File: src/rtl/cal_pkg.sv
// Shared types and conversion helpers for the BCD calendar.
// Assumes BCD inputs are two 4-bit digits. Out-of-range digits convert
// arithmetically, without saturation.
package cal_pkg;

    localparam int NUM_PAIR = 6;

    typedef enum logic [2:0] {
        SEL_SEC  = 3'd0,
        SEL_MIN  = 3'd1,
        SEL_HOUR = 3'd2,
        SEL_WDAY = 3'd3,
        SEL_MDAY = 3'd4,
        SEL_MON  = 3'd5,
        SEL_YEAR = 3'd6,
        SEL_NONE = 3'd7
    } field_sel_e;

    typedef struct packed {
        logic [10:0] year;
        logic [7:0]  mon;
        logic [7:0]  mday;
        logic [7:0]  wday;
        logic [7:0]  hour;
        logic [7:0]  min;
        logic [7:0]  sec;
    } cal_time_t;

    // Two BCD digits to binary.
    function automatic logic [7:0] bcd2bin8(input logic [7:0] b);
        return ({4'd0, b[7:4]} * 8'd10) + {4'd0, b[3:0]};
    endfunction

    // Binary to two BCD digits.
    function automatic logic [7:0] bin2bcd8(input logic [7:0] v);
        logic [7:0] tens;
        logic [7:0] ones;
        tens = v / 8'd10;
        ones = v % 8'd10;
        return {tens[3:0], ones[3:0]};
    endfunction

    // Gregorian rule applied to the stored year (its base is a multiple of 400).
    function automatic logic is_leap(input logic [10:0] y);
        logic by4, by100, by400;
        by4   = (y % 11'd4)   == 11'd0;
        by100 = (y % 11'd100) == 11'd0;
        by400 = (y % 11'd400) == 11'd0;
        return by400 || (by4 && !by100);
    endfunction

    // Length of a 1-based month. Unknown month codes count as 31 days.
    function automatic logic [7:0] days_in_month(input logic [7:0] m, input logic leap);
        case (m)
            8'd2:                      return leap ? 8'd29 : 8'd28;
            8'd4, 8'd6, 8'd9, 8'd11:   return 8'd30;
            default:                   return 8'd31;
        endcase
    endfunction

endpackage

File: src/rtl/cal_timebase.sv
// Seconds divider: raises tick for one cycle every DIVISOR enabled cycles.
// Assumes DIVISOR >= 2. Reloads to a full count on the first enabled
// cycle after a disabled one, and whenever reload is asserted.
module cal_timebase #(
    parameter int DIVISOR = 32768
) (
    input  logic clk,
    input  logic rst_n,
    input  logic run,
    input  logic reload,
    output logic tick
);
    localparam int CW = (DIVISOR > 2) ? $clog2(DIVISOR) : 1;
    localparam logic [CW-1:0] LAST = CW'(DIVISOR - 1);

    logic [CW-1:0] cnt;
    logic          run_q;

    // Down-counter with restart on enable rise or on seconds load.
    always_ff @(posedge clk) begin
        if (!rst_n) begin
            cnt   <= LAST;
            run_q <= 1'b0;
        end else begin
            run_q <= run;
            if (run) begin
                if (!run_q || reload || cnt == '0) begin
                    cnt <= LAST;
                end else begin
                    cnt <= cnt - 1'b1;
                end
            end
        end
    end

    // One-cycle advance strobe when an enabled count expires.
    always_comb begin
        tick = run && run_q && !reload && (cnt == '0);
    end

endmodule

File: src/rtl/cal_cascade.sv
// Calendar registers with the carry cascade and load override.
// Assumes tick is only raised while counting is enabled and that wr_ok
// already includes the enable. A load replaces the stepped value of its field.
module cal_cascade
    import cal_pkg::*;
(
    input  logic        clk,
    input  logic        rst_n,
    input  logic        tick,
    input  logic        wr_ok,
    input  logic [2:0]  wr_sel,
    input  logic [11:0] wr_data,
    output cal_time_t   now_o
);
    cal_time_t  cur;
    cal_time_t  stepped;
    cal_time_t  nxt;
    logic       c_min, c_hour, c_day;
    logic       c_mon, c_year;
    logic [7:0] dim;
    logic [7:0] wr_bin;
    logic [10:0] wr_year;

    // Carries through seconds, minutes and hours.
    always_comb begin
        c_min  = tick && (cur.sec  >= 8'd59);
        c_hour = c_min  && (cur.min  >= 8'd59);
        c_day  = c_hour && (cur.hour >= 8'd23);
        dim    = days_in_month(cur.mon, is_leap(cur.year));
    end

    // Next value of every field when a second elapses.
    always_comb begin
        stepped = cur;
        c_mon   = 1'b0;
        c_year  = 1'b0;
        if (tick) begin
            stepped.sec = c_min ? 8'd0 : cur.sec + 8'd1;
        end
        if (c_min) begin
            stepped.min = c_hour ? 8'd0 : cur.min + 8'd1;
        end
        if (c_hour) begin
            stepped.hour = c_day ? 8'd0 : cur.hour + 8'd1;
        end
        if (c_day) begin
            stepped.wday = (cur.wday >= 8'd6) ? 8'd0 : cur.wday + 8'd1;
            if (cur.mday == 8'd0) begin
                stepped.mday = 8'd1;
            end else if (cur.mday >= dim) begin
                stepped.mday = 8'd1;
                c_mon        = 1'b1;
            end else begin
                stepped.mday = cur.mday + 8'd1;
            end
        end
        if (c_mon) begin
            if (cur.mon >= 8'd12) begin
                stepped.mon = 8'd1;
                c_year      = 1'b1;
            end else begin
                stepped.mon = cur.mon + 8'd1;
            end
        end
        if (c_year) begin
            stepped.year = (cur.year >= 11'd999) ? 11'd0 : cur.year + 11'd1;
        end
    end

    // Converted load values.
    always_comb begin
        wr_bin  = bcd2bin8(wr_data[7:0]);
        wr_year = 11'(wr_bin) + (11'(wr_data[11:8]) * 11'd100);
    end

    // Accepted load overrides the stepped value of one field.
    always_comb begin
        nxt = stepped;
        if (wr_ok) begin
            case (wr_sel)
                SEL_SEC:  nxt.sec  = wr_bin;
                SEL_MIN:  nxt.min  = wr_bin;
                SEL_HOUR: nxt.hour = wr_bin;
                SEL_WDAY: nxt.wday = wr_bin;
                SEL_MDAY: nxt.mday = wr_bin;
                SEL_MON:  nxt.mon  = wr_bin;
                SEL_YEAR: nxt.year = wr_year;
                default:  nxt      = stepped;
            endcase
        end
    end

    // Calendar state register.
    always_ff @(posedge clk) begin
        if (!rst_n) begin
            cur <= '{year: 11'd0, mon: 8'd1, mday: 8'd1, wday: 8'd0,
                     hour: 8'd0, min: 8'd0, sec: 8'd0};
        end else begin
            cur <= nxt;
        end
    end

    assign now_o = cur;

endmodule

File: src/rtl/cal_readout.sv
// Binary-to-BCD view of the calendar state. Purely combinational.
// Assumes two-digit fields stay below 100 and the year below 1000 in normal use.
module cal_readout
    import cal_pkg::*;
(
    input  cal_time_t   t,
    output logic [7:0]  sec_bcd,
    output logic [7:0]  min_bcd,
    output logic [7:0]  hour_bcd,
    output logic [7:0]  wday_bcd,
    output logic [7:0]  mday_bcd,
    output logic [7:0]  mon_bcd,
    output logic [11:0] year_bcd
);
    logic [7:0]  pair_bin [NUM_PAIR];
    logic [7:0]  pair_bcd [NUM_PAIR];
    logic [10:0] y_mod;
    logic [10:0] y_low;
    logic [10:0] y_hund;

    // Gather the two-digit fields in a fixed order.
    always_comb begin
        pair_bin[0] = t.sec;
        pair_bin[1] = t.min;
        pair_bin[2] = t.hour;
        pair_bin[3] = t.wday;
        pair_bin[4] = t.mday;
        pair_bin[5] = t.mon;
    end

    // One converter per two-digit field.
    for (genvar i = 0; i < NUM_PAIR; i++) begin : g_pair
        always_comb begin
            pair_bcd[i] = bin2bcd8(pair_bin[i]);
        end
    end

    // Split the year into hundreds and the two low digits.
    always_comb begin
        y_mod  = t.year % 11'd1000;
        y_low  = y_mod % 11'd100;
        y_hund = y_mod / 11'd100;
    end

    // Drive the outputs.
    always_comb begin
        sec_bcd  = pair_bcd[0];
        min_bcd  = pair_bcd[1];
        hour_bcd = pair_bcd[2];
        wday_bcd = pair_bcd[3];
        mday_bcd = pair_bcd[4];
        mon_bcd  = pair_bcd[5];
        year_bcd = {y_hund[3:0], bin2bcd8(y_low[7:0])};
    end

endmodule

File: src/rtl/bcd_calendar.sv
// Top level of the BCD calendar counter: divider, cascade and BCD view.
// Assumes clk is the counting clock and DIVISOR >= 2 (32768 for one second).
// Loads are accepted only while run is high.
module bcd_calendar
    import cal_pkg::*;
#(
    parameter int DIVISOR = 32768
) (
    input  logic        clk,
    input  logic        rst_n,
    input  logic        run,
    input  logic        wr_en,
    input  logic [2:0]  wr_sel,
    input  logic [11:0] wr_data,
    output logic [7:0]  sec_bcd,
    output logic [7:0]  min_bcd,
    output logic [7:0]  hour_bcd,
    output logic [7:0]  wday_bcd,
    output logic [7:0]  mday_bcd,
    output logic [7:0]  mon_bcd,
    output logic [11:0] year_bcd
);
    logic      wr_ok;
    logic      sec_load;
    logic      sec_tick;
    cal_time_t now;

    // Gate loads with the global enable and spot seconds loads.
    always_comb begin
        wr_ok    = wr_en && run;
        sec_load = wr_ok && (wr_sel == SEL_SEC);
    end

    cal_timebase #(.DIVISOR(DIVISOR)) u_tb (
        .clk    (clk),
        .rst_n  (rst_n),
        .run    (run),
        .reload (sec_load),
        .tick   (sec_tick)
    );

    cal_cascade u_casc (
        .clk     (clk),
        .rst_n   (rst_n),
        .tick    (sec_tick),
        .wr_ok   (wr_ok),
        .wr_sel  (wr_sel),
        .wr_data (wr_data),
        .now_o   (now)
    );

    cal_readout u_view (
        .t        (now),
        .sec_bcd  (sec_bcd),
        .min_bcd  (min_bcd),
        .hour_bcd (hour_bcd),
        .wday_bcd (wday_bcd),
        .mday_bcd (mday_bcd),
        .mon_bcd  (mon_bcd),
        .year_bcd (year_bcd)
    );

endmodule

File: config.mk
export PLATFORM = sky130hd
export DESIGN_NAME = bcd_calendar
export DESIGN_NICKNAME = d
export VERILOG_FILES = /design/src/rtl/cal_pkg.sv /design/src/rtl/cal_timebase.sv /design/src/rtl/cal_cascade.sv /design/src/rtl/cal_readout.sv /design/src/rtl/bcd_calendar.sv
export SDC_FILE = /design/constraint.sdc
export NUM_CORES = 1
export LEC_CHECK = 0
export ABC_AREA = 0
export BUFFER_PORTS_ARGS = -buffer_cell sky130_fd_sc_hd__buf_4
export CORE_MARGIN = 1
export CORE_UTILIZATION = 58
export DETAILED_ROUTE_END_ITERATION = 8
export PLACE_DENSITY = 0.78
export SLEW_MARGIN = 20
export SYNTH_ARGS = -nofsm -noshare
export SYNTH_HDL_FRONTEND = slang
export SYNTH_SLANG_ARGS = --single-unit
export TNS_END_PERCENT = 30
File: constraint.sdc
create_clock -name clk -period 6.27 [get_ports clk]
set_input_delay 1.254 -clock clk [delete_from_list [all_inputs] [get_ports clk]]
set_output_delay 1.254 -clock clk [all_outputs]
set_load 0.1 [all_outputs]
* After elaboration in Yosys (flattened, before gate mapping) *
Index checks and enable logic that the tools add are counted.

word-level totals
  output and inout bits = 60
  register bits = 75

cells by class
  equal/unequal tests = 11
  add/subtract/negate cells = 10
  div/mod/pow operators = 19
  reduce and logical (&&, ||, !) cells = 22
  multiply operators = 2
  multiplexer cells = 30
  magnitude comparators = 7

operators by type and width
  operator                                                                  count
  8-bit 2-to-1 mux                                                          17
  59-bit 2-to-1 mux                                                         1
  8-bit by 4-bit divider with 8-bit output (second input constant)          7
  8-bit by 4-bit modulo with 8-bit output (second input constant)           7
  8-bit by 1-bit adder with 8-bit output (second input constant)            6
  11-bit logical NOT                                                        3
  11-bit 2-to-1 mux                                                         3
  11-bit by 7-bit modulo with 11-bit output (second input constant)         2
  8-bit by 3-bit equality test with 1-bit output (second input constant)    2
  8-bit by 4-bit equality test with 1-bit output (second input constant)    2
  8-bit by 6-bit >= comparator with 1-bit output (second input constant)    2
  16-bit 2-to-1 mux                                                         1
  8-bit case mux with 2 select lines                                        1
  15-bit logical NOT                                                        1
  15-bit 2-to-1 mux                                                         1
  15-bit by 1-bit subtractor with 15-bit output (second input constant)     1
  11-bit by 1-bit adder with 11-bit output (second input constant)          1
  8-bit by 11-bit adder with 11-bit output                                  1
  11-bit by 7-bit divider with 11-bit output (second input constant)        1
  11-bit by 10-bit >= comparator with 1-bit output (second input constant)  1
  11-bit by 10-bit modulo with 11-bit output (second input constant)        1
  11-bit by 9-bit modulo with 11-bit output (second input constant)         1
  3-bit equality test (second input constant)                               3
  1-bit logical AND                                                         9
  16 further kinds                                                          26

* Longest topological paths before layout *
Gate-level depths: netlist of the first run.

  depth after elaboration = 15
  gate-level depth with buffers = 29

* Cells and area by module *
Synthesis of the first run repeated with hierarchy kept, for this count alone.

second synthesis, totals
  cells, all modules = 1317
  area total of the unflattened synthesis = 9576.7 um^2

modules (own cells, without submodules)
  module        instances  area each (um^2)  cells an instance
  cal_cascade   1          4884.7            622
  cal_readout   1          3871.2            611
  cal_timebase  1          788.3             82
  bcd_calendar  1          32.5              2

* Worst setup path before layout of the first run *
No wires, ideal clock.

  kind = reg-to-output
  start point = register u_casc.cur (netlist bit u_casc.now_o[13])
  end point = output port min_bcd[3]
  arrival time = 7.922 ns
  cell stages (with the launch flop) = 9
  buffers on the path = 1
  path slack = -2.906 ns
  cell sequence = dfxtp_1 clkbuf_1 nor2b_1 a21oi_1 o21ai_0 xor2_1 o311ai_1 nand2b_1 xnor2_1

between the ends
  cells in the longest elaborated chain, start to end = 1

ends and longest elaborated chain
  what                                     line                RTL
  from (decl)                              cal_cascade.sv:15   cal_time_t cur;
  from (signal assigned)                   cal_cascade.sv:96   cur <= '{year: 11'd0, mon: 8'd1, mday: 8'd1, wday: 8'd0,
  from (signal assigned)                   cal_cascade.sv:99   cur <= nxt;
  8-bit by 4-bit modulo with 8-bit output  cal_pkg.sv:39       ones = v % 8'd10;
  to (decl)                                bcd_calendar.sv:16  output logic [7:0] min_bcd,

No other way between the ends.

* Worst setup path after layout of the first run *
  start point = register u_casc.cur (netlist bit u_casc.now_o[56])
  end point = output port year_bcd[2]

between the ends
  cells in the longest elaborated chain, start to end = 3

ends and longest elaborated chain
  what                                        line                RTL
  11-bit by 10-bit modulo with 11-bit output  cal_readout.sv:40   y_mod = t.year % 11'd1000;
  11-bit by 7-bit modulo with 11-bit output   cal_readout.sv:41   y_low = y_mod % 11'd100;
  8-bit by 4-bit modulo with 8-bit output     cal_pkg.sv:39
  to (decl)                                   bcd_calendar.sv:21  output logic [11:0] year_bcd

No other way between the ends.

==> impl_metrics.ini, run 1 <==
[final_layout]
final_cell_mix = 141 x nand2_1, 124 x buf_4, 108 x nor2_1
fin_nets = 1495
syn_to_final_growth_pct = 11.4
fin_util_pct = 65.8
final_common_cell = nand2_1
diodes = 0
drive_above_1_share_pct = 14.6
final_area_um2 = 10900

[global_route]
grt_max_degree = 62
antenna_found_initial = 0
grt_pass1_wl_um = 42100
grt_usage_pct = 28.4
grt_overflow = 0
grt_pass1_vias = 9033

[logic_synthesis]
yosysTopAreaCell = dfxtp_1
synth_ff_type = dfxtp_1
ys_seq_area_share_pct = 15.4
synth_top_area_share_pct = 15.4
synthArstFlopShare_pct = 0
syn_inst = 1394
ys_seq_elements = 75
synth_nets = 1470
yosysWarnings = 0
ys_top_cells_by_area = dfxtp_1 15%, ha_1 6.8%, xnor2_1 6.3%
synth_cell_type_count = 100
synth-edff-count = 0
syn_area_per_cell_um2 = 7.00
netlist_area_um2 = 9750

[drt]
num_vias = 10300
drtAntennaViolNets = 0
routed_via_density = 6.24
wirelength_um = 25200
drc = 0
drtIter0Drc = 686
dr.pass1.iters = 5
post_drt_wl_per_cell_um = 15.4

[setup_path]
critPathMaxFanout = 8
required_ns = 5.02
critPathKind = register to output pin
arrival_ns = 4.76
startpoint_type = register
cp-end-kind = output pin

[clock_tree]
numCtsBuffers = 9
clock_latency_ns = 0.34
cts_tree = done
clk_path_buf_depth = 2
numClockSinks = 75
root_buffer = clkbuf_16
ctsHoldBuffers = 0
clk_pin_slew_ns = 0.06
h-tree-depth = 3

[sta]
slew_viol_final = 0
finalSetupViolations = 0
worst_pin_slew_ns = 0.765
fmax_mhz = 166
hold_viol = 0
finalCritPeriodShare_pct = 96.0
skew_ns = 0.00810
post-route-min-period_ns = 6.02
slew_headroom_pct = 48.9
rsz0062_at_grt = false

[outcome]
status = finished clean

[floorplan]
core_um2 = 16500
rows = 47
die_h_um = 132
start_util_pct = 59.0
ioPinCount = 79
die_w_um = 132
die_area_um2 = 17300

[power]
swShare_pct = 42.1
clkPwrFrac_pct = 30.1
fin_total_pwr_uw = 1800
power.leakage_uw = 0.00439
vdd_drop_max_uv = 203
p_int_uw = 1040
p_seq_share_pct = 28.3
switchingPower_uw = 759
powerDensity_nw_per_um2 = 166
p_comb_share_pct = 41.6

[placement]
hpwlAfterDp_um = 18700
io_buffer_count = 78
placed_area_um2 = 10500
gp_congestion = 0.905

[flow_run]
max_cap_viol_count = 0

[min_path]
hold_path.class = register to register
final cells by class:
type | count | area [µm²]
inverter | 63 | 236
timing repair buffer | 124 | 931
clock inverter | 6 | 72.6
tap | 220 | 275
clock buffer | 10 | 239
sequential | 75 | 1500
fill | 1504 | 5660
multi-input combinational | 1146 | 7610
synthesized netlist by cell type (all sizes together), types with 9 or more instances:
cell type / n
nor3: 48
a21o: 10
xor2: 25
nand3: 59
o21ai: 107
ha: 53
nor4: 13
a21oi: 88
dfxtp: 75
a221oi: 10
o22ai: 36
and3: 11
a31oi: 23
xnor2: 70
nor2: 114
mux2i: 13
buf: 35
o311ai: 13
o211ai: 29
o211a: 23
inv: 61
nand4: 9
and2: 42
or2: 9
o31ai: 17
nor2b: 25
clkbuf: 75
a211oi: 11
nand2b: 33
nand2: 145
or3: 11
worst max-delay path, stage by stage, from the launching register on:
cell	delay (ns)
dfxtp_1	0.46
and4_2	0.36
a21oi_2	0.10
or4_1	0.72
a21oi_2	0.26
o31ai_1	0.12
nor3_2	0.41
a21o_2	0.24
o32a_2	0.22
a2bb2oi_2	0.27
nor2_2	0.10
a2111oi_2	0.37
o31ai_2	0.12
a31oi_1	0.22
xnor2_1	0.14
buf_4	0.31
stage by stage:
step                      std cells  setup TNS (ns)  hold WS, ns  setup WS, ns
final                          1644               0        0.499         0.253
after detailed placement       1625               0        0.488         0.206
after global routing           1644               0        0.548        0.0157
after floorplan                1394           -2.48        0.457        -0.417
after global placement         1625               0        0.473         0.317
after CTS                      1641               0        0.504        0.0945
flip-flops by register name, summed over array words and instances, names as in the netlist:
register and count:
u_tb.cnt 15, u_casc.now_o 59, u_tb.run_q 1
power groups by stage:
stage / clock network [µW] / logic (µW) / registers, µW
after floorplan: 0 / 599 / 501
after global placement: 0 / 734 / 519
after detailed placement: 0 / 744 / 519
after CTS: 545 / 746 / 508
after global routing: 566 / 799 / 512
final: 542 / 749 / 509
logic make-up after synthesis:
group / Yosys count / synth area share, %
AOI/OAI and AO/OA: 445 / 32.0
xor gates and xnor gates: 95 / 8.53
adders and majority gates: 61 / 8.03
buffers and inverters: 173 / 7.49
DFF: 75 / 15.4
muxes: 15 / 1.57
and+or+nand+nor: 530 / 26.9
per-layer routing:
metal	vias to the layer above	GRT usage (%)	routed length, µm
met2	336	48.6	12200
li1	5112	-	-
met3	38	4.09	1470
met5	-	0	0
met4	0	8.40	516
met1	4765	36.8	11100
repair_timing:
item                                    CTS  global route
resized for setup                         0            11
endpoints found under the setup margin    0            17
setup buffers                             0             3
final timing paths:
kind | startpoint | slack, ns | to | cells after the start
worst max-delay path | u_casc.now_o[56]$_SDFF_PN0_ | 0.25 | year_bcd[2] | 15
worst min-delay path | u_tb.cnt[6]$_SDFFE_PN1P_ | 0.50 | u_tb.cnt[6]$_SDFFE_PN1P_ | 2
worst max register to register | u_casc.now_o[56]$_SDFF_PN0_ | 0.55 | u_casc.now_o[57]$_SDFF_PN0_ | 28
worst min register to register | u_tb.cnt[6]$_SDFFE_PN1P_ | 0.50 | u_tb.cnt[6]$_SDFFE_PN1P_ | 2
(Power assumes the default switching activity.)
==> run 2: changes to the inputs <==
--- a/config.mk
+++ b/config.mk
@@ -11,6 +11,8 @@
 export CORE_UTILIZATION = 58
 export DETAILED_ROUTE_END_ITERATION = 8
 export PLACE_DENSITY = 0.78
+export RECOVER_POWER = 25
+export REMOVE_ABC_BUFFERS = 1
 export SLEW_MARGIN = 20
 export SYNTH_ARGS = -nofsm -noshare
 export SYNTH_HDL_FRONTEND = slang
==> run 2 against run 1 <==
  * The flow now finishes with violations (capacitance limit, slew limit)
  * Maximum frequency is 0.67% lower
  * Global-route usage hardly changed
  * Clock-buffer cell count is 1 lower
  * Final cell count is 0.43% lower
  * Largest cell class unchanged
  * Design area is 0.99% lower
  * Utilization is 0.65 points lower
  * Non-clock buffer count is 8 lower
  * Die area stayed put
  * Critical path depth is 3 higher
  * Sequential power hardly changed
  * Clock power is 11% lower
==> impl_metrics.ini, run 2 (synthesis results as in run 1) <==
[global_route]
grt_overflow = 0
grt_pass1_wl_um = 42200
grt_usage_pct = 28.5
grt_max_degree = 62
grt_pass1_vias = 8940
antenna_found_initial = 0

[floorplan]
die_area_um2 = 17300
die_h_um = 132
ioPinCount = 79
die_w_um = 132
core_um2 = 16500
start_util_pct = 59.0
rows = 47

[clock_tree]
numClockSinks = 75
clock_latency_ns = 0.34
ctsHoldBuffers = 0
cts_tree = done
numCtsBuffers = 9
h-tree-depth = 3
root_buffer = clkbuf_16
clk_path_buf_depth = 2
clk_pin_slew_ns = 0.06

[setup_path]
startpoint_type = register
required_ns = 5.02
critPathSlowestCell = dfxtp_1
cp-end-kind = output pin
path_cells = buf_12 > nand2_1 > o32a_1 > o211ai_1 > buf_4 > buf_4 > nand2_1 > or3_1 > a211o_1 > nor3_1 > o32a_2 > a2bb2oi_2 > nor2_2 > a2111oi_2 > o31ai_2 > a31oi_1 > xnor2_1 > buf_6
arrival_ns = 4.80
critPathMaxFanout = 18
critPathKind = register to output pin
crit_path_max_incr_delay_ns = 0.47

[sta]
fmax_mhz = 165
finalSetupViolations = 0
slew_viol_final = 62
skew_ns = 0.00629
worst_pin_slew_ns = 2.41
finalCritPeriodShare_pct = 96.6
post-route-min-period_ns = 6.06
hold_viol = 0
slew_headroom_pct = -60.5
timing.final.ws_setup_ns = 0.212

[drt]
num_vias = 10300
dr.pass1.iters = 6
wirelength_um = 25700
drtAntennaViolNets = 0
routed_via_density = 6.32
drc = 0
post_drt_wl_per_cell_um = 15.7
drtIter0Drc = 732

[final_layout]
final_common_cell = nand2_1
fin_nets = 1488
largest_reg_flops = 59
fin_cells = 1637
diodes = 0
drive_above_1_share_pct = 13.4
syn_to_final_growth_pct = 10.3
final_cell_mix = 141 x nand2_1, 109 x nor2_1, 103 x buf_4

[placement]
gp_congestion = 0.956
io_buffer_count = 78
pre_cts_ws_ns = 0.179
hpwlAfterDp_um = 18400
dp_cells = 1614

[power]
vdd_drop_max_uv = 261
power.leakage_uw = 0.00427
powerDensity_nw_per_um2 = 162

[outcome]
violations = capacitance limit, slew limit
status = finished with violations

[min_path]
hold_path.class = register to register

[flow_run]
max_cap_viol_count = 1
## run 2: cell count changes in the layout (fill, tap and decap cells not counted), sizes merged
cell,previous run,this run
clkinvlp,1,3
a32o,3,4
bufinv,1,0
buf,124,106
clkbuf,10,19
## run 2: final cells by class
class | count | area [µm²]
fillers | 1505 | 5770
clock inverters | 7 | 53.8
repair buffers | 116 | 862
multi-input cells | 1147 | 7600
well taps | 220 | 275
inverters | 63 | 236
flip-flops and latches | 75 | 1510
clock buffers | 9 | 225
## run 2: per-stage QoR
step           cell area [µm²]  utilization (%)  total power (µW)  hold slack [ns]  TNS, ns
4_1_cts                  10700             64.5              1730            0.502        0
2_1_floorplan             9260                -              1070            0.457   -18.05
3_5_place_dp             10400             62.8              1250            0.481        0
5_1_grt                  10800             65.1              1820            0.530  -0.0173
6_report                 10800             65.1              1740            0.498        0
3_3_place_gp             10400             62.8              1240            0.476        0
## run 2: worst paths after layout
check | from | end | slack (ns) | cells past startpoint
setup reg to reg | u_casc.now_o[56]$_SDFF_PN0_ | u_casc.now_o[58]$_SDFF_PN0_ | 0.56 | 26
setup / recovery | u_casc.now_o[56]$_SDFF_PN0_ | year_bcd[2] | 0.21 | 18
hold / removal | u_tb.cnt[10]$_SDFFE_PN1P_ | u_tb.cnt[10]$_SDFFE_PN1P_ | 0.50 | 2
hold reg to reg | u_tb.cnt[10]$_SDFFE_PN1P_ | u_tb.cnt[10]$_SDFFE_PN1P_ | 0.50 | 2
## run 2: where the power goes
part / internal, µW / total [µW] / leakage [µW] / switching, µW
Combinational: 230 / 748 / 0.00353 / 517
Clock: 270 / 484 / 0.000128 / 214
Sequential: 485 / 510 / 0.000609 / 25.0
Total: 985 / 1740 / 0.00427 / 757
## run 2: worst max-delay path: cells and delay by family (launching register included)
family | cells | cell delay (ns)
AOI/OAI and AO/OA | 8 | 2.15
xor gates and xnor gates | 1 | 0.16
and+or+nand+nor | 5 | 0.90
DFF | 1 | 0.47
buffers and inverters | 4 | 0.78
## run 2: what timing repair did
item                                    CTS  global route
gates resized for setup                   1            19
setup buffers                             0             6
hold endpoints to repair                  0             0
endpoints found under the setup margin    1            22
gates cloned                              0             1
## run 2: routing by layer
| metal | vias up | routed length, µm | global-route usage [%] |
|---|---|---|---|
| met5 | - | 0 | 0 |
| met4 | 0 | 563 | 8.85 |
| met3 | 46 | 1480 | 2.82 |
| met2 | 394 | 12400 | 48.7 |
| met1 | 4780 | 11300 | 37.4 |
| li1 | 5125 | - | - |
==> run 3: changes to the inputs <==
--- a/config.mk
+++ b/config.mk
@@ -7,8 +7,8 @@
 export LEC_CHECK = 0
 export ABC_AREA = 0
 export BUFFER_PORTS_ARGS = -buffer_cell sky130_fd_sc_hd__buf_4
-export CORE_MARGIN = 1
 export CORE_UTILIZATION = 58
+export CTS_BUF_LIST = sky130_fd_sc_hd__clkbuf_4 sky130_fd_sc_hd__clkbuf_8 sky130_fd_sc_hd__clkbuf_16
 export DETAILED_ROUTE_END_ITERATION = 8
 export PLACE_DENSITY = 0.78
 export RECOVER_POWER = 25
==> constraint.sdc (replaced) <==
create_clock -name clk -period 6.65 [get_ports clk]
set_input_delay 1.33 -clock clk [delete_from_list [all_inputs] [get_ports clk]]
set_output_delay 1.33 -clock clk [all_outputs]
set_load 0.1 [all_outputs]
==> run 3 against run 2 <==
  * The run still ends with capacitance limit, slew limit left
  * Routed wire length decreased by 1.3%
  * Register-to-register slack got worse by 0.08 ns
  * Sequential cell count unchanged
  * Total power about the same
  * Die area unchanged
  * Sequential share of layout area increased by 0.13 points
  * Utilization decreased by 0.64 points
  * Critical path depth decreased by 1
  * Clock-buffer cell count unchanged
  * Non-clock buffer count decreased by 15
  * Worst setup slack improved by 0.071 ns
  * Clock power increased by 18%
  * Critical path type unchanged
  * Highest routed layer unchanged
==> impl_metrics.ini, run 3 (synthesis results as in run 1) <==
[outcome]
status = finished with violations
violations = capacitance limit, slew limit

[drt]
drc = 0
routed_via_density = 6.30
num_vias = 10200
wirelength_um = 25300
drtIter0Drc = 781
post_drt_wl_per_cell_um = 15.6
drtAntennaViolNets = 0
dr.pass1.iters = 6

[placement]
pre_cts_ws_ns = 0.296
hpwlAfterDp_um = 18200
gp_congestion = 0.958
io_buffer_count = 78
placed_area_um2 = 10300

[floorplan]
start_util_pct = 59.0
core_um2 = 16500
die_h_um = 132
rows = 47
die_w_um = 132
die_area_um2 = 17300
ioPinCount = 79

[global_route]
grt_pass1_vias = 9017
grt_overflow = 0
grt_pass1_wl_um = 42200
antenna_found_initial = 0
grt_max_degree = 62
grt_usage_pct = 28.4

[final_layout]
final_area_um2 = 10700
diodes = 0
drive_above_1_share_pct = 12.1
fin_nets = 1472
final_cell_mix = 141 x nand2_1, 108 x nor2_1, 98 x o21ai_0
fill_cells = 1481
largest_reg_flops = 59
syn_to_final_growth_pct = 9.25
final_common_cell = nand2_1

[min_path]
hold_path.class = register to register

[sta]
slew_headroom_pct = -55.0
skew_ns = 0.00652
hold_ws_ns = 0.499
finalSetupViolations = 0
timing.final.ws_setup_ns = 0.283
slew_viol_final = 62
post-route-min-period_ns = 6.37
rsz0062_at_grt = false
fmax_mhz = 157
fin_tns_setup_ns = 0
hold_viol = 0
worst_pin_slew_ns = 2.33
finalCritPeriodShare_pct = 95.7

[clock_tree]
cts_tree = done
clk_pin_slew_ns = 0.06
h-tree-depth = 3
root_buffer = clkbuf_16
numClockSinks = 75
clock_latency_ns = 0.34
clk_path_buf_depth = 2
ctsHoldBuffers = 0
numCtsBuffers = 9

[setup_path]
worst-r2r-setup-slack_ns = 0.48
required_ns = 5.32
startpoint_type = register
critPathKind = register to output pin
critPathMaxFanout = 12
cp-end-kind = output pin
arrival_ns = 5.04

[flow_run]
max_cap_viol_count = 1

[power]
power.leakage_uw = 0.00421
powerDensity_nw_per_um2 = 164
fin_total_pwr_uw = 1740
vdd_drop_max_uv = 258
## run 3: what timing repair did
| action | CTS | global route |
|---|---|---|
| gates resized for setup | 0 | 11 |
| buffers inserted | 0 | 5 |
| hold endpoints to repair | 0 | 0 |
| endpoints found under the setup margin | 0 | 16 |
## run 3: metrics by stage
stage | cells | utilization (%)
after floorplan | 1284 | -
after global placement | 1600 | 62.1
after detailed placement | 1600 | 62.1
after CTS | 1616 | 64.2
after global routing | 1621 | 64.5
final | 1621 | 64.5
## run 3: where the power goes
| group | switching, µW | internal (µW) | total, µW |
|---|---|---|---|
| logic | 481 | 206 | 688 |
| clock network | 204 | 370 | 573 |
| registers | 24.7 | 457 | 482 |
## run 3: routing by layer
metal / up-vias / global-route usage [%] / share of wire [%]
li1: 5067 / - / -
met1: 4742 / 36.4 / 43
met2: 347 / 48.1 / 48
met3: 60 / 4.21 / 5.7
met4: 0 / 9.88 / 2.7
met5: - / 0 / 0
## run 3: path summary, 6_finish.rpt
kind / to / cells past startpoint / from
worst max-delay path: year_bcd[2] / 17 / u_casc.now_o[57]$_SDFF_PN0_
worst max register to register: u_casc.now_o[57]$_SDFF_PN0_ / 26 / u_casc.now_o[54]$_SDFF_PN0_
worst min-delay path: u_tb.cnt[10]$_SDFFE_PN1P_ / 2 / u_tb.cnt[10]$_SDFFE_PN1P_
worst min register to register: u_tb.cnt[10]$_SDFFE_PN1P_ / 2 / u_tb.cnt[10]$_SDFFE_PN1P_
## run 3: critical path, cell delays in order (launching register included)
cell and delay (ns):
dfxtp_1 0.48, buf_4 0.24, nand2_1 0.14, o32a_1 0.39, o211ai_1 0.29, buf_4 0.24, nand2_1 0.10, or3_1 0.43
a211o_1 0.36, nor3_1 0.18, o32a_2 0.27, a2bb2oi_2 0.29, nor2_2 0.11, a2111oi_2 0.37, o31ai_2 0.12, a31oi_1 0.22
xnor2_1 0.14, buf_4 0.31
## run 3: final cells by class
| class | instances | area, µm² | area share, % |
|---|---|---|---|
| inverters | 63 | 236 | 2.22 |
| repair buffers | 101 | 733 | 6.88 |
| well taps | 220 | 275 | 2.58 |
| flip-flops and latches | 75 | 1510 | 14.1 |
| clock buffers | 9 | 225 | 2.11 |
| multi-input cells | 1146 | 7550 | 70.9 |
| clock inverters | 7 | 124 | 1.16 |
